===== src/rtl/xlat_pkg.sv =====
package xlat_pkg;

  localparam int XW         = 32;  // address and entry width
  localparam int SECT_SH    = 20;  // 1 MB section offset bits
  localparam int LARGE_SH   = 16;  // 64 KB page offset bits
  localparam int SMALL_SH   = 12;  // 4 KB page offset bits
  localparam int L2PTR_SH   = 10;  // second-level table alignment
  localparam int L1ALIGN_SH = 14;  // first-level table alignment
  localparam int WORD_SH    = 2;   // byte offset of a 32-bit word
  localparam int L1_IDX_W   = XW - SECT_SH;
  localparam int L2_IDX_W   = SECT_SH - SMALL_SH;

  typedef enum logic [1:0] {
    SZ_NONE    = 2'd0,
    SZ_SMALL   = 2'd1,
    SZ_LARGE   = 2'd2,
    SZ_SECTION = 2'd3
  } pg_size_e;

  typedef enum logic [1:0] {
    L1K_FAULT   = 2'd0,
    L1K_TABLE   = 2'd1,
    L1K_SECTION = 2'd2
  } l1_kind_e;

  function automatic logic [XW-1:0] keep_hi(input logic [XW-1:0] v, input int sh);
    logic [XW-1:0] m;
    m = '1;
    m = m << sh;
    return v & m;
  endfunction

  function automatic logic [XW-1:0] keep_lo(input logic [XW-1:0] v, input int sh);
    logic [XW-1:0] m;
    m = '1;
    m = ~(m << sh);
    return v & m;
  endfunction

  function automatic logic [XW-1:0] l1_read_addr(input logic [XW-1:0] base,
                                                 input logic [XW-1:0] va);
    logic [XW-1:0] idx;
    idx = va >> SECT_SH;
    return keep_hi(base, L1ALIGN_SH) | (idx << WORD_SH);
  endfunction

  function automatic logic [XW-1:0] l2_read_addr(input logic [XW-1:0] ptr,
                                                 input logic [XW-1:0] va);
    logic [XW-1:0] idx;
    idx = keep_lo(va, SECT_SH) >> SMALL_SH;
    return keep_hi(ptr, L2PTR_SH) | (idx << WORD_SH);
  endfunction

  function automatic logic [XW-1:0] join_pa(input logic [XW-1:0] ent,
                                            input logic [XW-1:0] va,
                                            input int sh);
    return keep_hi(ent, sh) | keep_lo(va, sh);
  endfunction

endpackage


===== src/rtl/xlat_l1_dec.sv =====
module xlat_l1_dec
  import xlat_pkg::*;
(
  input  logic [1:0] code,
  output l1_kind_e   kind
);
  always_comb begin
    unique case (code)
      2'b01:   kind = L1K_TABLE;
      2'b10:   kind = L1K_SECTION;
      default: kind = L1K_FAULT;
    endcase
  end
endmodule


===== src/rtl/xlat_l2_dec.sv =====
module xlat_l2_dec
  import xlat_pkg::*;
(
  input  logic [XW-1:0] ent,
  input  logic [XW-1:0] va,
  output logic          fault,
  output pg_size_e      size,
  output logic [XW-1:0] pa
);
  always_comb begin
    if (ent[1]) begin
      fault = 1'b0;
      size  = SZ_SMALL;
      pa    = join_pa(ent, va, SMALL_SH);
    end else if (ent[0]) begin
      fault = 1'b0;
      size  = SZ_LARGE;
      pa    = join_pa(ent, va, LARGE_SH);
    end else begin
      fault = 1'b1;
      size  = SZ_NONE;
      pa    = '0;
    end
  end
endmodule


===== src/rtl/xlat_walker.sv =====
module xlat_walker
  import xlat_pkg::*;
(
  input  logic          clk,
  input  logic          rst_n,
  input  logic          base_wr,
  input  logic [31:0]   base_wdata,
  input  logic          req_valid,
  input  logic [31:0]   req_vaddr,
  output logic          req_ready,
  output logic          mem_req,
  output logic [31:0]   mem_addr,
  input  logic          mem_rsp_valid,
  input  logic [31:0]   mem_rsp_data,
  output logic          rsp_valid,
  output logic          rsp_fault,
  output logic [1:0]    rsp_size,
  output logic [31:0]   rsp_paddr,
  output logic [31:0]   rsp_fault_vaddr
);

  typedef enum logic [2:0] {
    ST_IDLE, ST_L1_RD, ST_L1_WT, ST_L2_RD, ST_L2_WT, ST_DONE
  } walk_st_e;

  walk_st_e       state;
  logic [XW-1:0]  base_q, va_q, l1e_q;
  pg_size_e       size_q;

  // named internal events
  logic           walk_accept;
  logic           l1_arrive, l2_arrive;
  l1_kind_e       l1_kind;
  logic           l2_fault;
  pg_size_e       l2_size;
  logic [XW-1:0]  l2_pa;

  assign req_ready   = (state == ST_IDLE);
  assign walk_accept = req_valid && req_ready;
  assign l1_arrive   = (state == ST_L1_WT) && mem_rsp_valid;
  assign l2_arrive   = (state == ST_L2_WT) && mem_rsp_valid;
  assign mem_req     = (state == ST_L1_RD) || (state == ST_L2_RD);
  assign mem_addr    = (state == ST_L2_RD) ? l2_read_addr(l1e_q, va_q)
                                           : l1_read_addr(base_q, va_q);
  assign rsp_valid   = (state == ST_DONE);
  assign rsp_size    = size_q;

  xlat_l1_dec u_l1 (.code(mem_rsp_data[1:0]), .kind(l1_kind));

  xlat_l2_dec u_l2 (
    .ent(mem_rsp_data), .va(va_q),
    .fault(l2_fault), .size(l2_size), .pa(l2_pa)
  );

  always_ff @(posedge clk) begin
    if (!rst_n) begin
      state           <= ST_IDLE;
      base_q          <= '0;
      va_q            <= '0;
      l1e_q           <= '0;
      size_q          <= SZ_NONE;
      rsp_fault       <= 1'b0;
      rsp_paddr       <= '0;
      rsp_fault_vaddr <= '0;
    end else begin
      if (base_wr) base_q <= keep_hi(base_wdata, L1ALIGN_SH);
      unique case (state)
        ST_IDLE: if (walk_accept) begin
          va_q  <= req_vaddr;
          state <= ST_L1_RD;
        end
        ST_L1_RD: state <= ST_L1_WT;
        ST_L1_WT: if (l1_arrive) begin
          unique case (l1_kind)
            L1K_SECTION: begin
              size_q          <= SZ_SECTION;
              rsp_fault       <= 1'b0;
              rsp_paddr       <= join_pa(mem_rsp_data, va_q, SECT_SH);
              rsp_fault_vaddr <= '0;
              state           <= ST_DONE;
            end
            L1K_TABLE: begin
              l1e_q <= mem_rsp_data;
              state <= ST_L2_RD;
            end
            default: begin
              size_q          <= SZ_NONE;
              rsp_fault       <= 1'b1;
              rsp_paddr       <= '0;
              rsp_fault_vaddr <= va_q;
              state           <= ST_DONE;
            end
          endcase
        end
        ST_L2_RD: state <= ST_L2_WT;
        ST_L2_WT: if (l2_arrive) begin
          size_q          <= l2_size;
          rsp_fault       <= l2_fault;
          rsp_paddr       <= l2_pa;
          rsp_fault_vaddr <= l2_fault ? va_q : '0;
          state           <= ST_DONE;
        end
        ST_DONE: state <= ST_IDLE;
        default: state <= ST_IDLE;
      endcase
    end
  end

endmodule


===== config.mk =====
export PLATFORM = sky130hd
export DESIGN_NAME = xlat_walker
export DESIGN_NICKNAME = d
export VERILOG_FILES = /design/src/rtl/xlat_pkg.sv /design/src/rtl/xlat_l1_dec.sv /design/src/rtl/xlat_l2_dec.sv /design/src/rtl/xlat_walker.sv
export SDC_FILE = /design/constraint.sdc
export NUM_CORES = 1
export LEC_CHECK = 0
export BUFFER_PORTS_ARGS = -buffer_cell sky130_fd_sc_hd__buf_4
export CAP_MARGIN = 25
export CORE_MARGIN = 2
export CORE_UTILIZATION = 49
export CTS_CLUSTER_SIZE = 40
export DETAILED_ROUTE_END_ITERATION = 8
export PLACE_DENSITY_LB_ADDON = 0.25
export SYNTH_ARGS = -nofsm -noshare
export SYNTH_HDL_FRONTEND = slang
export SYNTH_SLANG_ARGS = --single-unit
export TNS_END_PERCENT = 10

===== constraint.sdc =====
create_clock -name clk -period 1.75 [get_ports clk]
set_input_delay 0.2625 -clock clk [delete_from_list [all_inputs] [get_ports clk]]
set_output_delay 0.2625 -clock clk [all_outputs]
set_load 0.02 [all_outputs]

==> results.tsv, run 1 <==
stage	metric	value	unit
synth	ys_warn_count	0	
cts	clk_latency	410	ps
cts	h-tree-depth	4	
cells_and_area	areaGrowthSynthToFinish	41.6	%
critical_path	crit_arrival	1700	ps
min_path	hp-class	input port to flop	
critical_path	crit_family	flip-flops	
timing	finalHoldViolations	0	
cts	cts_root_buffer	clkbuf_16	
global_route	grt_max_degree	65	
die	start_util	49.9	%
synth	synth_area_leaders	dfxtp_1 (50%), nand2_1 (12%), a21oi_1 (8.1%), mux2_2 (6.0%), o22ai_1 (3.5%)	
run	drv_cap	0	
timing	slew_viol_final	0	
synth	yosysTopAreaCell	dfxtp_1	
timing	fin_crit	1960	ps
timing	min_period_over_period	112	%
placement	placed_area	7230	um2
die	die_y	111	um
route	wl_per_cell	17.1	um
timing	fin_ws	-210	ps
die	row_count	39	
die	die_width	111	um
timing	slew_headroom	58.0	%
global_route	grt_pass1_wl	27.3	mm
placement	portBuffers	178	
cts	cts.sinks	142	
power	ir_drop	0.612	mV
die	dieArea	12400	um2
critical_path	crit_chain	nor2b_4 > nand2_4 > buf_12 > mux2_2 > buf_4	
synth	synth-seq-cells	142	
cells_and_area	drive_gt1_share	32.9	%
die	io_pins	203	
placement	gp_congestion	0.859	
global_route	grtUsageTotal	27.1	%
timing	skew	5.80	ps
global_route	grt_pass1_vias	5352	
critical_path	critPathRequiredTime	1490	ps
power	p_leak	0.00331	uW
global_route	antenna_found_initial	0	
timing	holdWs	79.1	ps
cells_and_area	stdcell_area	8000	um2
critical_path	path_max_fanout	12	
cts	cts_tree	built	
placement	hpwl	11.3	mm
route	vias_per_cell	5.47	
status	run_status	finished, violations left	
route	ant_nets	0	
synth	synthesis.area	5650	um2
route	drt_iter0_markers	419	
route	vias	5479	
status	violations	setup timing	
min_path	hp-start	base_wdata[26]	
timing	rsz0062_at_grt	true	
cells_and_area	fin_nets	946	
timing	finalSetupViolCount	30	
critical_path	endpoint_kind	output pin	
critical_path	cp_slowest_stage_delay	350	ps
critical_path	cp-start-kind	flop	
synth	synth_area_per_cell	8.37	um2
timing	max_freq	510	MHz
synth	synthFlopType	dfxtp_1	
synth	synth_edf_count	0	
critical_path	path_class	flop to output pin	
power	p_per_area	1010	nW/um2
cts	ctsHoldBuffers	0	
route	first_pass_iters	5	
critical_path	cp-startpoint	state[1]	
global_route	grt_overflow	0	
die	core_area	11300	um2
cts	cts_buffers	17	
critical_path	r2r_start	state[1]	
cts	clk_path_buf_depth	2	
critical_path	critPathSlowestCell	dfxtp_2	
route	drt-total-wl	17.1	mm
route	drc	0	
timing	tightestPinTransition	628	ps
cts	clk_pin_slew_worst_paths	60	ps
synth	ys_seq_area_share	50.3	%
cells_and_area	final_common_cell	nand2_1	
cells_and_area	final_cell_mix	nand2_1 (174), buf_4 (168), dfxtp_1 (140)	
synth	synth_top_area_share	50.3	%
synth	synth_cells	675	
cells_and_area	antenna_cells	0	
synth	ys_types	33	
synth	async_reset_ff_share	0	%
critical_path	critPathBufInv	2	
[timing repair]
action | in CTS | in global routing
cloned | 2 | 0
pin swaps | 1 | 1
resized for setup | 32 | 9
setup buffers | 2 | 0
endpoints found under the setup margin | 70 | 77
[flip-flops by register name (all words and copies together) (netlist names)]
signal	cells
rsp_fault_vaddr	32
rsp_paddr	32
va_q	32
l1e_q	22
base_q	18
state	3
rsp_size	2
rsp_fault	1
[cell type report]
type	count	area [um2]
fillers	899	3320
flip-flops and latches	142	2850
clock buffers	21	470
multi-input cells	475	2600
repair buffers	207	1790
inverters	2	8.76
clock inverters	11	108
well taps	143	179
[synthesized netlist by cell type, drive strengths merged, types with 5 or more instances]
library cell and instances:
mux2 31, nor3 8, clkbuf 30, o21ai 28
nand3 33, mux2i 19, nand2b 5, dfxtp 142
nand2 175, buf 28, nor2 22, o22ai 32
a21oi 91
[worst reg2reg max path: stages (launching register included)]
cell and delay (ps):
dfxtp_2 330, buf_4 150, nand2b_1 170, a21boi_4 190
nor2_4 500, a311oi_1 190
[path summary, 6_finish.rpt]
kind                                 endpoint  slack, ps  depth (start not counted)
worst min-delay path               base_q[26]         80                          3
worst max register to register  rsp_paddr[17]         50                          5
worst max-delay path             mem_addr[13]       -210                          5
worst min register to register      l1e_q[18]        450                          2
[per-stage QoR]
| stage | TNS (ps) | std cells | total power [uW] | util [%] | setup slack [ps] |
|---|---|---|---|---|---|
| after floorplan | 0 | 676 | 4070 | - | 143 |
| after global placement | -225 | 965 | 4530 | 63.8 | -49.2 |
| after detailed placement | -3420 | 965 | 4560 | 63.8 | -157 |
| after CTS | -4930 | 1001 | 8080 | 70.4 | -206 |
| after global routing | -7000 | 1001 | 8350 | 70.7 | -267 |
| final | -5380 | 1001 | 8060 | 70.7 | -210 |
[where the power goes]
group          switching (uW)  internal [uW]  leakage, uW
clock network            1400           2080     0.000269
logic                     623            499      0.00188
registers                98.8           3350      0.00115
[logic make-up (layout without fill, tap and decap cells)]
family | Yosys count | in the layout | synth area share [%]
simple gates | 254 | 255 | 18.7
compound gates | 168 | 168 | 16.5
flops | 142 | 142 | 50.3
buf+inv | 60 | 241 | 4.85
mux | 50 | 50 | 9.61
other cells | 1 | 2 | 0.0664
[per-layer routing]
layer | up-vias | global-route usage, % | share of wire [%]
li1 | 2657 | - | -
met1 | 2581 | 35.5 | 43
met2 | 220 | 44.9 | 48
met3 | 21 | 6.37 | 7.4
met4 | 0 | 8.31 | 1.6
met5 | - | 0 | 0
Power figures use the tool's default switching activity.
==> run 2, diff against run 1 <==
--- a/config.mk
+++ b/config.mk
@@ -7,7 +7,6 @@
 export LEC_CHECK = 0
 export BUFFER_PORTS_ARGS = -buffer_cell sky130_fd_sc_hd__buf_4
 export CAP_MARGIN = 25
-export CORE_MARGIN = 2
 export CORE_UTILIZATION = 49
 export CTS_CLUSTER_SIZE = 40
 export DETAILED_ROUTE_END_ITERATION = 8
==> results.tsv, run 2 (synthesis gave the netlist of run 1 again) <==
stage	metric	value	unit
power	p_total	8210	uW
timing	finalSetupViolCount	34	
cts	cts_buffers	17	
timing	setup_tns	-3790	ps
critical_path	crit_arrival	1630	ps
critical_path	cp-start-kind	flop	
cts	clk_path_buf_depth	2	
timing	min_period_over_period	108	%
cells_and_area	antenna_cells	0	
die	start_util	51.2	%
critical_path	critPathRequiredTime	1490	ps
critical_path	path_max_fanout	12	
critical_path	r2r_start	state[1]	
critical_path	crit_chain	nor2b_4 > nand2_4 > buf_12 > mux2_2 > buf_6	
status	run_status	finished, violations left	
cts	clk_latency	410	ps
route	first_pass_iters	5	
critical_path	r2r_slack	-10	ps
critical_path	path_class	flop to output pin	
die	dieArea	12000	um2
critical_path	critPathSlowestCell	mux2_2	
global_route	grt_overflow	0	
cts	cts_tree	built	
min_path	holdPathEnd	base_q[22]	
route	ant_nets	0	
status	violations	setup timing	
cells_and_area	reg_top3	rsp_fault_vaddr x32, rsp_paddr x32, va_q x32	
route	drc	0	
global_route	grt_max_degree	65	
die	die_y	109	um
cells_and_area	drive_gt1_share	33.2	%
timing	skew	7.35	ps
timing	fin_ws	-146	ps
route	drt-total-wl	17.4	mm
power	ir_drop	0.823	mV
route	wl_per_cell	17.4	um
global_route	grt_pass1_wl	26.5	mm
cells_and_area	areaGrowthSynthToFinish	41.9	%
cts	h-tree-depth	4	
global_route	antenna_found_initial	0	
power	p_per_area	1020	nW/um2
placement	portBuffers	178	
placement	hpwl	11.4	mm
cts	cts_root_buffer	clkbuf_16	
timing	tightestPinTransition	615	ps
global_route	grt_pass1_vias	5412	
die	die_width	109	um
cells_and_area	final_common_cell	nand2_1	
run	drv_cap	0	
timing	slew_viol_final	0	
min_path	hp-start	base_wdata[22]	
critical_path	endpoint_kind	output pin	
critical_path	cp_slowest_stage_delay	360	ps
cts	clk_pin_slew_worst_paths	70	ps
cts	cts.sinks	142	
placement	place_ws	17.7	ps
placement	gp_congestion	0.871	
timing	fin_crit	1900	ps
route	drt_iter0_markers	435	
min_path	hp-class	input port to flop	
min_path	holdPathStages	3	
route	vias	5656	
power	p_leak	0.00334	uW
cells_and_area	final_core_util	72.7	%
timing	rsz0062_at_grt	true	
timing	slew_headroom	59.0	%
timing	finalHoldViolations	0	
cells_and_area	fin_nets	946	
timing	max_freq	527	MHz
die	io_pins	203	
global_route	grtUsageTotal	28.8	%
critical_path	cp-startpoint	state[1]	
critical_path	worstReg2RegEnd	rsp_paddr[13]	
critical_path	rr_worst_depth	6	
die	row_count	38	
route	vias_per_cell	5.67	
die	core_area	11000	um2
cells_and_area	final_cell_mix	nand2_1 (174), buf_4 (169), dfxtp_1 (139)	
## run 2: final cells by class
| cell class | instances | area [um2] |
|---|---|---|
| fillers | 798 | 3010 |
| multi-input cells | 474 | 2610 |
| flip-flops and latches | 142 | 2850 |
| well taps | 140 | 175 |
| inverters | 2 | 8.76 |
| repair buffers | 208 | 1780 |
| clock inverters | 13 | 155 |
| clock buffers | 19 | 443 |
## run 2: metal layers
metal	global-route usage (%)	part of all wire [%]
met4	10.9	2.2
met5	0	0
met1	33.8	40
met3	8.24	7.3
met2	49.8	51
## run 2: metrics by stage
stage                     cells  hold slack (ps)  instance area (um2)
after global routing        998             81.0                 8020
after global placement      962              442                 7210
final                       998             87.5                 8020
after floorplan             676              398                 5650
after CTS                  1001             79.9                 8040
after detailed placement    962              449                 7210
## run 2: worst max path at each step
stage	endpoint	slack (ps)	cells past startpoint
after global routing	mem_addr[12]	-190	5
after floorplan	rsp_paddr[12]	140	6
after CTS	mem_addr[30]	-210	6
after detailed placement	mem_addr[30]	20	5
final	mem_addr[7]	-150	5
after global placement	mem_addr[30]	80	5
## run 2: power breakdown
part	leakage, uW	total, uW	internal (uW)	switching (uW)
Sequential	0.00115	3450	3350	95.6
Combinational	0.00190	1130	500	627
Clock	0.000283	3640	2170	1470
Total	0.00334	8210	6020	2190
## run 2: critical path, delay by kind of cell (launching register included)
family	cells	cell delay, ps
flops	1	320
buf+inv	2	290
simple gates	2	250
mux	1	360
## run 2: timing repair
item	4_1_cts	5_1_grt
hold endpoints to repair	0	0
gates resized for setup	40	10
hold buffers	0	0
setup buffers	6	0
gates cloned	1	0
pin swaps	0	1
setup endpoints to repair	30	40
